**src/rtl/irqv_pkg.sv**
```systemverilog
package irqv_pkg;

    localparam int NUM_SRC_D = 14;
    localparam int NUM_EXT_D = 2;
    localparam int CODE_W_D  = 5;
    localparam int VEC_W_D   = 16;

    // Highest vector pair; each code step moves down by two bytes.
    localparam logic [VEC_W_D-1:0] VEC_TOP_D = 16'hFFFE;

    // Numbered slots that have a requester: 0,1,2,3,4,6,11.
    localparam logic [NUM_SRC_D-1:0] LIVE_MASK_D = 14'b00100001011111;

    localparam int CODE_RESET = 0;
    localparam int CODE_TRAP  = 1;
    localparam int CODE_SLOT0 = 2;

    typedef enum logic {
        EDGE_RISE = 1'b0,
        EDGE_FALL = 1'b1
    } edge_e;

    typedef struct packed {
        logic                pend;
        logic [CODE_W_D-1:0] code;
        logic [VEC_W_D-1:0]  vec;
    } sel_t;

    function automatic logic [VEC_W_D-1:0] vec_of(input logic [CODE_W_D-1:0] c);
        return VEC_TOP_D - (VEC_W_D'(c) << 1);
    endfunction

endpackage

```
**src/rtl/irqv_edge_latch.sv**
```systemverilog
module irqv_edge_latch
    import irqv_pkg::*;
#(
    parameter int N_CH = NUM_EXT_D
) (
    input  logic            clk,
    input  logic            rst,
    input  logic [N_CH-1:0] pin,
    input  logic [N_CH-1:0] edge_sel,
    input  logic [N_CH-1:0] clr,
    output logic [N_CH-1:0] pend
);

    for (genvar ch = 0; ch < N_CH; ch++) begin : g_ch
        logic prev_q;
        logic held_q;
        logic hit;

        always_comb begin
            if (edge_e'(edge_sel[ch]) == EDGE_FALL) hit = prev_q & ~pin[ch];
            else                                    hit = ~prev_q & pin[ch];
        end

        always_ff @(posedge clk) begin
            if (rst) begin
                prev_q <= pin[ch];
                held_q <= 1'b0;
            end else begin
                prev_q <= pin[ch];
                if (hit)          held_q <= 1'b1;
                else if (clr[ch]) held_q <= 1'b0;
            end
        end

        assign pend[ch] = held_q;
    end

endmodule

```
**src/rtl/irqv_prio_enc.sv**
```systemverilog
module irqv_prio_enc #(
    parameter int W      = 16,
    parameter int CODE_W = 5
) (
    input  logic [W-1:0]      req,
    output logic              found,
    output logic [CODE_W-1:0] code
);

    always_comb begin
        found = |req;
        code  = '0;
        for (int i = W - 1; i >= 0; i--) begin
            if (req[i]) code = CODE_W'(i);
        end
    end

endmodule

```
**src/rtl/irq_vector_arbiter.sv**
```systemverilog
module irq_vector_arbiter
    import irqv_pkg::*;
#(
    parameter int                   NUM_SRC   = NUM_SRC_D,
    parameter int                   NUM_EXT   = NUM_EXT_D,
    parameter int                   CODE_W    = CODE_W_D,
    parameter logic [NUM_SRC-1:0]   LIVE_MASK = LIVE_MASK_D
) (
    input  logic               clk,
    input  logic               rst,
    input  logic               rst_req,
    input  logic               trap_req,
    input  logic               i_mask,
    input  logic [NUM_EXT-1:0] ext_pin,
    input  logic [NUM_EXT-1:0] ext_edge_sel,
    input  logic [NUM_SRC-1:0] periph_req,
    input  logic               ack,
    output logic               irq_pend,
    output logic [CODE_W-1:0]  irq_src,
    output logic [VEC_W_D-1:0] irq_vec,
    output logic               halt_wake
);

    localparam int W = NUM_SRC + 2;
    localparam logic [NUM_SRC-1:0] EXT_SLOTS = NUM_SRC'((1 << NUM_EXT) - 1);

    logic [NUM_EXT-1:0] ext_pend;
    logic [NUM_EXT-1:0] ext_clr;
    logic [NUM_SRC-1:0] ext_wide;
    logic [NUM_SRC-1:0] num_live;
    logic [W-1:0]       req;
    logic               found;
    logic [CODE_W-1:0]  win_code;
    sel_t               sel_q;
    logic               wake_q;

    // An acknowledge retires only the pin that is currently presented.
    for (genvar e = 0; e < NUM_EXT; e++) begin : g_clr
        assign ext_clr[e] = ack && sel_q.pend && (sel_q.code == CODE_W'(e + CODE_SLOT0));
    end

    irqv_edge_latch #(.N_CH(NUM_EXT)) u_latch (
        .clk      (clk),
        .rst      (rst),
        .pin      (ext_pin),
        .edge_sel (ext_edge_sel),
        .clr      (ext_clr),
        .pend     (ext_pend)
    );

    assign ext_wide = NUM_SRC'(ext_pend);
    assign num_live = (ext_wide & EXT_SLOTS) | (periph_req & LIVE_MASK & ~EXT_SLOTS);
    assign req      = {num_live & {NUM_SRC{~i_mask}}, trap_req, rst_req};

    irqv_prio_enc #(.W(W), .CODE_W(CODE_W)) u_enc (
        .req   (req),
        .found (found),
        .code  (win_code)
    );

    always_ff @(posedge clk) begin
        if (rst) begin
            sel_q  <= '0;
            wake_q <= 1'b0;
        end else begin
            sel_q.pend <= found;
            sel_q.code <= found ? win_code : '0;
            sel_q.vec  <= found ? vec_of(win_code) : '0;
            wake_q     <= rst_req | (|ext_pend);
        end
    end

    assign irq_pend  = sel_q.pend;
    assign irq_src   = sel_q.code;
    assign irq_vec   = sel_q.vec;
    assign halt_wake = wake_q;

endmodule

```
**config.mk**
```make
export PLATFORM = sky130hd
export DESIGN_NAME = irq_vector_arbiter
export DESIGN_NICKNAME = d
export VERILOG_FILES = /design/src/rtl/irqv_pkg.sv /design/src/rtl/irqv_edge_latch.sv /design/src/rtl/irqv_prio_enc.sv /design/src/rtl/irq_vector_arbiter.sv
export SDC_FILE = /design/constraint.sdc
export NUM_CORES = 1
export LEC_CHECK = 0
export BUFFER_PORTS_ARGS = -buffer_cell sky130_fd_sc_hd__buf_2
export CORE_MARGIN = 10
export CORE_UTILIZATION = 38
export CTS_CLUSTER_SIZE = 12
export DETAILED_ROUTE_END_ITERATION = 10
export PLACE_DENSITY = 0.76
export SLEW_MARGIN = 20
export SYNTH_ARGS = -nofsm -noshare
export SYNTH_HDL_FRONTEND = slang
export SYNTH_SLANG_ARGS = --single-unit
export TNS_END_PERCENT = 30
```
**constraint.sdc**
```tcl
create_clock -name clk -period 1.6 [get_ports clk]
set_clock_uncertainty 0.2 [all_clocks]
set_input_delay 0.08 -clock clk [delete_from_list [all_inputs] [get_ports clk]]
set_output_delay 0.08 -clock clk [all_outputs]
set_load 0.01 [all_outputs]
```
==> results.sh, run 1 <==
export IMPL_path_clk_slew_ps=90
export IMPL_htreeDepth=1
export IMPL_antenna_left=0
export IMPL_status="completed"
export IMPL_finalSetupTns_ps=0
export IMPL_worst_path_stages=7
export IMPL_synth_top_family_by_area="simple AND/OR/NAND/NOR gates"
export IMPL_die_x_um=61.4
export IMPL_critPathCapture="irq_src[0]$_SDFF_PP0_"
export IMPL_ff2ff_setup_slack_ps=200
export IMPL_grt_pass1_wl_mm=2.68
export IMPL_cp_max_fo=4
export IMPL_setup_viol=0
export IMPL_cp_data_required_time_ps=1590
export IMPL_synthAdderAreaFrac=0
export IMPL_drv_cap=0
export IMPL_cts_buffers=3
export IMPL_crit_path_top_delay_cell="dlygate4sd3_1"
export IMPL_rsz0062_at_grt="false"
export IMPL_fin_crit_ps=1540
export IMPL_synth_simple_gate_area_frac=0.202
export IMPL_synth_mux_area_fraction=0
export IMPL_root_buffer="clkbuf_4"
export IMPL_layout_drive_gt1_share=0.389
export IMPL_antenna_found_initial=1
export IMPL_synth_xor_area_frac=0
export IMPL_synthCells=72
export IMPL_synth_area_sq_um=651
export IMPL_startpoint="periph_req[4]"
export IMPL_grt_max_degree=12
export IMPL_start_util=0.417
export IMPL_stdcell_area_sq_um=931
export IMPL_yosys_warnings=0
export IMPL_cp_data_arrival_time_ps=1530
export IMPL_die_area_sq_um=3770
export IMPL_clock_path_buffers=2
export IMPL_nets=138
export IMPL_grt_overflow=0
export IMPL_hold_class="in -> reg"
export IMPL_max_freq_mhz=649
export IMPL_ios=47
export IMPL_yosysSeqAreaShare=0.462
export IMPL_synth_area_per_cell_sq_um=9.04
export IMPL_dpl_cell_area_sq_um=756
export IMPL_cp_start_kind="input port"
export IMPL_setup_slack_ps=59.3
export IMPL_rows=14
export IMPL_synth_cell_type_count=25
export IMPL_synth_compound_area_frac=0.160
export IMPL_cts_sinks=15
export IMPL_hpwl_mm=1.29
export IMPL_min_delay_start="ext_pin[1]"
export IMPL_critical_path_class="in -> reg"
export IMPL_r2r_start="u_latch.g_ch[0].held_q$_SDFFE_PP0P_"
export IMPL_finalCritPeriodShare=0.963
export IMPL_gp_congestion=0.739
export IMPL_cts_tree="built"
export IMPL_drt_first_pass_iters=4
export IMPL_portBuffers=35
export IMPL_path_delay_family="buffers and inverters"
export IMPL_ff2ff_path_depth=5
export IMPL_cp_end_kind="flop"
export IMPL_powerDensity_nw_per_um2=836
export IMPL_leakage_nw=0.464
export IMPL_reg2reg_to="irq_src[0]$_SDFF_PP0_"
export IMPL_instances_no_fill=130
export IMPL_grt_pass1_vias=594
export IMPL_drcViolationCount=0
export IMPL_drv_slew=0
export IMPL_wl_per_cell_um=14.0
export IMPL_dieHeight_um=61.4
export IMPL_dr_total_vias=621
export IMPL_dp_cells=111
export IMPL_area_growth_pct=43.1
export IMPL_path_cells="dlygate4sd3_1, buf_2, nor3_2, o211a_1, a21o_4, inv_4, and2_1"
export IMPL_drtIter0Drc=33
export IMPL_coreArea_sq_um=1560
export IMPL_ys_ff_latch=15
export IMPL_critPathBufInv=3
export IMPL_slowest_delay_ps=550
export IMPL_grt_usage=0.0976
export IMPL_finalHoldViolCount=0
export IMPL_clk_latency_ps=290
export IMPL_detail_route_vias_per_cell=4.78
export IMPL_routed_wl_mm=1.82
export IMPL_pre_cts_slack_ps=236
export IMPL_ir_drop_mv=0.543
## worst reg2reg max path, stage by stage, from the launching register on
cell and delay, ps:
dfxtp_1 360, o21bai_1 190, o211a_1 230, a21o_4 160, inv_4 30, and2_1 120
## final cells by class
cell class	count	area (sq um)
Multi-Input combinational cell	41	248
Clock inverter	1	5.00
Clock buffer	3	22.5
Fill cell	158	628
Tap cell	16	20.0
Sequential cell	15	300
Inverter	4	17.5
Timing Repair Buffer	49	315
Antenna cell	1	2.50
## repair_timing
item | 4_1_cts | 5_1_grt
endpoints found under the hold margin | 14 | 0
gates resized for setup | 0 | 1
hold buffers | 14 | 0
endpoints found under the setup margin | 0 | 1
setup buffers | 0 | 0
## synthesized netlist by cell type (all sizes together)
| library cell | count | area share |
|---|---|---|
| a31oi | 2 | 0.019 |
| buf | 12 | 0.14 |
| o211a | 1 | 0.015 |
| o311a | 1 | 0.015 |
| nand4 | 1 | 0.0096 |
| a21oi | 2 | 0.015 |
| inv | 4 | 0.027 |
| or3b | 1 | 0.013 |
| and2 | 2 | 0.019 |
| o21ai | 3 | 0.023 |
| nand2 | 2 | 0.012 |
| dfxtp | 15 | 0.46 |
| nor3 | 2 | 0.023 |
| conb | 1 | 0.0058 |
| nand3b | 1 | 0.012 |
| nand2b | 1 | 0.0096 |
| nor3b | 3 | 0.035 |
| a21o | 1 | 0.023 |
| nor2 | 12 | 0.069 |
| clkbuf | 1 | 0.0058 |
| a211oi | 1 | 0.012 |
| a2111oi | 1 | 0.013 |
| o21bai | 2 | 0.023 |
## registers in the layout, summed over array words and instances, names as in the netlist
name                 cells
irq_src                  4
irq_pend                 1
u_latch.g_ch.held_q      2
u_latch.g_ch.prev_q      2
halt_wake                1
irq_vec                  5
## power breakdown
group	total, mW	internal, mW	switching, mW
combinational	0.156	0.0794	0.0770
sequential	0.409	0.396	0.0134
clock	0.213	0.0930	0.120
total	0.779	0.568	0.210
## layer usage
layer / up-vias / part of all wire / GRT usage
li1: 312 / - / -
met1: 271 / 0.34 / 0.0893
met2: 32 / 0.51 / 0.167
met3: 6 / 0.13 / 0.0576
met4: 0 / 0.015 / 0.0541
met5: - / 0 / 0
## placed cells by master, fill, tap and decap left out, types with 2 or more instances in the layout
| master | n |
|---|---|
| dfxtp_1 | 15 |
| conb_1 | 2 |
| nor3b_1 | 3 |
| o21ai_0 | 3 |
| buf_2 | 35 |
| nand2_1 | 2 |
| o21bai_1 | 2 |
| inv_1 | 3 |
| dlygate4sd3_1 | 14 |
| clkbuf_4 | 3 |
| and2_1 | 2 |
| a21oi_1 | 2 |
| nor2_1 | 12 |
| a31oi_1 | 2 |
## through the flow
stage	power, mW	util	hold slack [ps]
after CTS	0.787	0.592	228
after global placement	0.543	0.485	-0.440
final	0.779	0.597	242
after global routing	0.825	0.597	231
after detailed placement	0.547	0.485	4.79
after floorplan	0.506	-	-92.3
## worst min path at each step
stage / endpoint / slack [ps] / depth (start not counted)
floorplan: u_latch.g_ch[0].prev_q$_DFF_P_ / -90 / 0
global placement: u_latch.g_ch[1].prev_q$_DFF_P_ / -0.4 / 1
detailed placement: u_latch.g_ch[1].prev_q$_DFF_P_ / 5 / 1
CTS: u_latch.g_ch[1].prev_q$_DFF_P_ / 230 / 2
global route: u_latch.g_ch[0].prev_q$_DFF_P_ / 230 / 2
finish: u_latch.g_ch[1].prev_q$_DFF_P_ / 240 / 2
## cell families after synthesis
family / count (synthesis)
simple gates: 25
buf+inv: 17
flops: 15
compound gates: 14
other cells: 1
No activity file was read; power rests on OpenSTA's default activity.
==> run 2, diff against run 1 <==
--- a/config.mk
+++ b/config.mk
@@ -6,13 +6,15 @@
 export NUM_CORES = 1
 export LEC_CHECK = 0
 export BUFFER_PORTS_ARGS = -buffer_cell sky130_fd_sc_hd__buf_2
+export CORE_ASPECT_RATIO = 0.7
 export CORE_MARGIN = 10
-export CORE_UTILIZATION = 38
+export CORE_UTILIZATION = 43
 export CTS_CLUSTER_SIZE = 12
 export DETAILED_ROUTE_END_ITERATION = 10
-export PLACE_DENSITY = 0.76
+export PLACE_DENSITY = 0.78
 export SLEW_MARGIN = 20
 export SYNTH_ARGS = -nofsm -noshare
 export SYNTH_HDL_FRONTEND = slang
+export SYNTH_HIERARCHICAL = 1
 export SYNTH_SLANG_ARGS = --single-unit
 export TNS_END_PERCENT = 30
==> results.sh, run 2 <==
export IMPL_status="completed"
export IMPL_layout_common_cells="buf_2, conb_1, dfxtp_1"
export IMPL_grt_max_degree=11
export IMPL_grt_pass1_vias=901
export IMPL_synth_area_top_cells="dfxtp_1, buf_4, nor2_1, nor2b_1, and2_1"
export IMPL_synth_area_sq_um=863
export IMPL_synth_cell_type_count=28
export IMPL_p_clk_frac=0.243
export IMPL_cp_end_kind="flop"
export IMPL_antenna_left=0
export IMPL_die_x_um=73.6
export IMPL_ys_ff_latch=17
export IMPL_grt_usage=0.115
export IMPL_hpwl_mm=1.89
export IMPL_clk_latency_ps=290
export IMPL_fin_util=0.685
export IMPL_critical_path_class="reg -> reg"
export IMPL_finalHoldViolCount=0
export IMPL_yosys_warnings=6
export IMPL_synth_edf_count=0
export IMPL_p_switching_mw=0.251
export IMPL_yosys_top_cells_count="dfxtp_1, buf_4, nor2_1"
export IMPL_cp_data_required_time_ps=1600
export IMPL_fin_crit_ps=1570
export IMPL_setup_viol=0
export IMPL_cts_sinks=17
export IMPL_sw_frac_of_total=0.277
export IMPL_synthCells=99
export IMPL_max_freq_mhz=635
export IMPL_wl_per_cell_um=12.7
export IMPL_portBuffers=36
export IMPL_largest_reg_flops=6
export IMPL_drtIter0Drc=34
export IMPL_dieHeight_um=57.5
export IMPL_dp_cells=176
export IMPL_seqCellArea_sq_um=343
export IMPL_cp_start_kind="flop"
export IMPL_finalCritPeriodShare=0.984
export IMPL_crit_path_top_delay_cell="or3_4"
export IMPL_diodes=0
export IMPL_whs_ps=43.2
export IMPL_gp_congestion=0.827
export IMPL_htreeDepth=1
export IMPL_grt_pass1_wl_mm=3.96
export IMPL_synth_area_per_cell_sq_um=8.72
export IMPL_rows=13
export IMPL_coreArea_sq_um=1890
export IMPL_cp_max_fo=6
export IMPL_start_util=0.458
export IMPL_instances_no_fill=188
export IMPL_nets=191
export IMPL_ios=47
export IMPL_stdcell_area_sq_um=1290
export IMPL_layout_drive_gt1_share=0.422
export IMPL_fillers=140
export IMPL_detail_route_vias_per_cell=4.55
export IMPL_leakage_nw=0.636
export IMPL_slowest_delay_ps=350
export IMPL_rsz0062_at_grt="true"
export IMPL_dr_total_vias=855
export IMPL_dpl_cell_area_sq_um=1140
export IMPL_path_clk_slew_ps=100
export IMPL_yosysTopAreaCell="dfxtp_1"
export IMPL_final_common_cell="buf_2"
export IMPL_cts_buffers=3
export IMPL_yosysSeqAreaShare=0.394
export IMPL_async_reset_ff_frac=0
export IMPL_drv_slew=0
export IMPL_multi_input_area_sq_um=526
export IMPL_die_area_sq_um=4230
export IMPL_synth_main_ff_cell="dfxtp_1"
export IMPL_hold_class="in -> reg"
export IMPL_power_share_sequential=0.516
export IMPL_path_cells="nor2b_4, nor2_4, nand3_2, or3_4, nand2b_4, inv_4, and2_4"
export IMPL_clock_path_buffers=2
export IMPL_root_buffer="clkbuf_4"
export IMPL_drt_first_pass_iters=4
export IMPL_area_growth_pct=49.7
export IMPL_grt_overflow=0
export IMPL_antenna_found_initial=0
export IMPL_drv_cap=0
export IMPL_cts_tree="built"
export IMPL_ir_drop_mv=0.651
export IMPL_p_comb_frac=0.241
export IMPL_internal_power_mw=0.653
export IMPL_routed_wl_mm=2.38
export IMPL_drcViolationCount=0
export IMPL_powerDensity_nw_per_um2=699
export IMPL_yosys_area_top_type_share=0.394
export IMPL_cp_data_arrival_time_ps=1570
export IMPL_yosysMostFrequentCell="dfxtp_1"
-- run 2: cell types whose count changed in the layout (fill, tap and decap cells not counted), moves of 2 or more --
cell	previous run	this run
dfxtp_2	0	2
conb_1	2	22
nand2_1	2	5
or3b_1	0	2
nor2b_1	0	5
buf_4	0	13
nand2b_1	1	3
nor3b_1	3	0
nor2b_4	0	2
nor4_2	0	2
o21bai_1	2	0
dlygate4sd3_1	14	7
and2_4	0	3
-- run 2: final timing paths --
kind | from | endpoint | slack, ps | cells past startpoint
setup / recovery | u_latch/g_ch[0].held_q$_SDFFE_PP0P_ | irq_src[1]$_SDFF_PP0_ | 30 | 7
hold / removal | trap_req | irq_vec[4]$_SDFF_PP0_ | 40 | 5
setup reg to reg | u_latch/g_ch[0].held_q$_SDFFE_PP0P_ | irq_src[1]$_SDFF_PP0_ | 30 | 7
hold reg to reg | u_latch/g_ch[0].prev_q$_DFF_P_ | u_latch/g_ch[0].held_q$_SDFFE_PP0P_ | 290 | 2
-- run 2: cell families after synthesis --
| family | count (synthesis) | synth area share |
|---|---|---|
| flops | 17 | 0.394 |
| buf+inv | 18 | 0.135 |
| simple gates | 50 | 0.377 |
| compound gates | 12 | 0.0855 |
| other cells | 2 | 0.00870 |
-- run 2: layout make-up --
| type | instances | share of cell area |
|---|---|---|
| timing repair buffer | 56 | 0.269 |
| clock inverter | 1 | 0.00387 |
| multi-input combinational | 84 | 0.407 |
| tap | 22 | 0.0213 |
| inverter | 5 | 0.0165 |
| clock buffer | 3 | 0.0174 |
| sequential | 17 | 0.265 |
-- run 2: per-stage QoR --
| stage | TNS, ps | setup WS [ps] | total power, mW |
|---|---|---|---|
| floorplan | -437 | -109 | 0.587 |
| global placement | -462 | -64.1 | 0.651 |
| detailed placement | -1150 | -140 | 0.659 |
| CTS | -48.2 | -19.1 | 0.898 |
| global route | -354 | -57.3 | 0.957 |
| finish | 0 | 25.9 | 0.904 |
-- run 2: worst max-delay path, delay by kind of cell (launching register included) --
family | cells | cell delay (ps)
DFF | 1 | 330
and+or+nand+nor | 6 | 910
buffers and inverters | 1 | 50
-- run 2: layer usage --
| metal | vias to the layer above | track usage | part of all wire |
|---|---|---|---|
| li1 | 432 | - | - |
| met1 | 396 | 0.108 | 0.38 |
| met2 | 25 | 0.232 | 0.55 |
| met3 | 2 | 0.0501 | 0.066 |
| met4 | 0 | 0.00531 | 0.0059 |
| met5 | - | 0 | 0 |
-- run 2: timing repair --
| item | 4_1_cts | 5_1_grt |
|---|---|---|
| gates resized for setup | 7 | 6 |
| endpoints found under the hold margin | 7 | 0 |
| endpoints found under the setup margin | 10 | 11 |
| buffers inserted | 1 | 0 |
| hold buffers | 7 | 0 |
| pin swaps | 2 | 0 |
-- run 2: power by group through the flow --
stage	combinational [mW]	clock [mW]	sequential (mW)
2_1_floorplan	0.103	0	0.484
3_3_place_gp	0.178	0	0.473
3_5_place_dp	0.184	0	0.475
4_1_cts	0.206	0.226	0.466
5_1_grt	0.240	0.247	0.469
6_report	0.218	0.220	0.466
==> run 3, diff against run 2 <==
--- a/config.mk
+++ b/config.mk
@@ -8,10 +8,9 @@
 export BUFFER_PORTS_ARGS = -buffer_cell sky130_fd_sc_hd__buf_2
 export CORE_ASPECT_RATIO = 0.7
 export CORE_MARGIN = 10
-export CORE_UTILIZATION = 43
+export CORE_UTILIZATION = 30
 export CTS_CLUSTER_SIZE = 12
 export DETAILED_ROUTE_END_ITERATION = 10
-export PLACE_DENSITY = 0.78
 export SLEW_MARGIN = 20
 export SYNTH_ARGS = -nofsm -noshare
 export SYNTH_HDL_FRONTEND = slang
==> constraint.sdc (replaced) <==
create_clock -name clk -period 1.6 [get_ports clk]
set_clock_uncertainty 0.2 [all_clocks]
set_input_delay 0.08 -clock clk [delete_from_list [all_inputs] [get_ports clk]]
set_output_delay 0.08 -clock clk [all_outputs]
set_load 0.1 [all_outputs]
==> results.sh, run 3 (synthesized netlist as in run 2, its figures left out) <==
export IMPL_status="completed"
export IMPL_powerDensity_nw_per_um2=909
export IMPL_setup_viol=0
export IMPL_nets=192
export IMPL_largest_reg_flops=6
export IMPL_coreArea_sq_um=2780
export IMPL_start_util=0.310
export IMPL_critical_path_class="reg -> reg"
export IMPL_crit_path_top_delay_cell="or3_4"
export IMPL_finalCritPeriodShare=0.976
export IMPL_layout_drive_gt1_share=0.449
export IMPL_detail_route_vias_per_cell=4.03
export IMPL_cp_data_arrival_time_ps=1500
export IMPL_fin_crit_ps=1560
export IMPL_dr_total_vias=819
export IMPL_drv_slew=0
export IMPL_root_buffer="clkbuf_8"
export IMPL_drcViolationCount=0
export IMPL_leakage_nw=0.647
export IMPL_cp_start_kind="flop"
export IMPL_dp_cells=192
export IMPL_portBuffers=36
export IMPL_whs_ps=30.1
export IMPL_ir_drop_mv=0.616
export IMPL_drt_first_pass_iters=4
export IMPL_hpwl_mm=1.81
export IMPL_final_common_cell="buf_2"
export IMPL_grt_pass1_vias=809
export IMPL_cp_data_required_time_ps=1540
export IMPL_cp_end_kind="flop"
export IMPL_rows=16
export IMPL_cts_repair_timing_setup_buffer_count=0
export IMPL_max_freq_mhz=641
export IMPL_path_clk_slew_ps=70
export IMPL_hold_class="in -> reg"
export IMPL_antenna_found_initial=0
export IMPL_cts_sinks=17
export IMPL_instances_no_fill=203
export IMPL_rsz0062_at_grt="true"
export IMPL_htreeDepth=1
export IMPL_finalSetupTns_ps=0
export IMPL_grt_usage=0.0778
export IMPL_layout_common_cells="buf_2, conb_1, buf_4"
export IMPL_cts_buffers=3
export IMPL_cts_tree="built"
export IMPL_cp_max_fo=5
export IMPL_diodes=0
export IMPL_grt_max_degree=11
export IMPL_stdcell_area_sq_um=1340
export IMPL_die_x_um=84.1
export IMPL_routed_wl_mm=2.13
export IMPL_clock_path_buffers=2
export IMPL_drv_cap=0
export IMPL_antenna_left=0
export IMPL_drtIter0Drc=34
export IMPL_dpl_cell_area_sq_um=1180
export IMPL_area_growth_pct=54.9
export IMPL_path_cells="nor2b_4, nor2_4, nand3_2, or3_4, nand2b_4, inv_4, and2_1"
export IMPL_grt_pass1_wl_mm=3.63
export IMPL_finalHoldViolCount=0
export IMPL_wl_per_cell_um=10.5
export IMPL_die_area_sq_um=5460
export IMPL_gp_congestion=0.771
export IMPL_slowest_delay_ps=350
export IMPL_grt_overflow=0
export IMPL_clk_latency_ps=250
export IMPL_fillers=278
export IMPL_dieHeight_um=64.9
export IMPL_ios=47
run 3: cell types whose count changed in the layout (fill, tap and decap cells not counted):
cell / change
clkbuf_4: -3
o22ai_1: -1
dfxtp_1: -7
buf_4: +1
o22ai_2: +1
and2_1: +3
clkbuf_8: +3
a31oi_2: -1
dfxtp_2: +7
a31oi_1: +1
and2_4: -3
run 3: repair_timing:
item | in CTS | in global routing
hold buffers | 7 | 0
endpoints found under the setup margin | 10 | 11
hold endpoints to repair | 5 | 0
resized for setup | 8 | 3
pin swaps | 1 | 0
cloned | 0 | 0
run 3: through the flow:
stage | utilization | power, mW | setup slack (ps)
detailed placement | 0.424 | 0.886 | -149
global route | 0.481 | 1.27 | -37.2
global placement | 0.424 | 0.882 | -108
finish | 0.481 | 1.22 | 39.1
floorplan | - | 0.814 | -127
CTS | 0.475 | 1.22 | 5.43
run 3: worst paths after layout:
check / from / to / slack [ps] / cells after the start
hold reg to reg: u_latch/g_ch[0].prev_q$_DFF_P_ / u_latch/g_ch[0].held_q$_SDFFE_PP0P_ / 290 / 2
setup / recovery: u_latch/g_ch[0].held_q$_SDFFE_PP0P_ / irq_src[3]$_SDFF_PP0_ / 40 / 7
hold / removal: trap_req / irq_vec[1]$_SDFF_PP0_ / 30 / 4
setup reg to reg: u_latch/g_ch[0].held_q$_SDFFE_PP0P_ / irq_src[3]$_SDFF_PP0_ / 40 / 7
run 3: final cells by class:
cell class	count	area, sq um	share of cell area
Clock buffer	3	41.3	0.0309
Timing Repair Buffer	57	355	0.266
Inverter	5	21.3	0.0159
Sequential cell	17	352	0.263
Clock inverter	1	5.00	0.00374
Tap cell	36	45.0	0.0337
Multi-Input combinational cell	84	518	0.387
run 3: metal layers:
layer,routed length [um],track usage
met4,0,0.0125
met1,1010,0.0873
met3,262,0.0512
met2,858,0.123
met5,0,0
run 3: worst max-delay path, delay by kind of cell, from the launching register on:
| family | cells | cell delay [ps] |
|---|---|---|
| buffers and inverters | 1 | 40 |
| and+or+nand+nor | 6 | 890 |
| DFF | 1 | 320 |
run 3: power breakdown:
group / switching (mW) / total [mW] / leakage (nW) / internal (mW)
registers: 0.0164 / 0.469 / 0.144 / 0.452
clock network: 0.142 / 0.314 / 0.0255 / 0.172
logic: 0.324 / 0.433 / 0.477 / 0.108
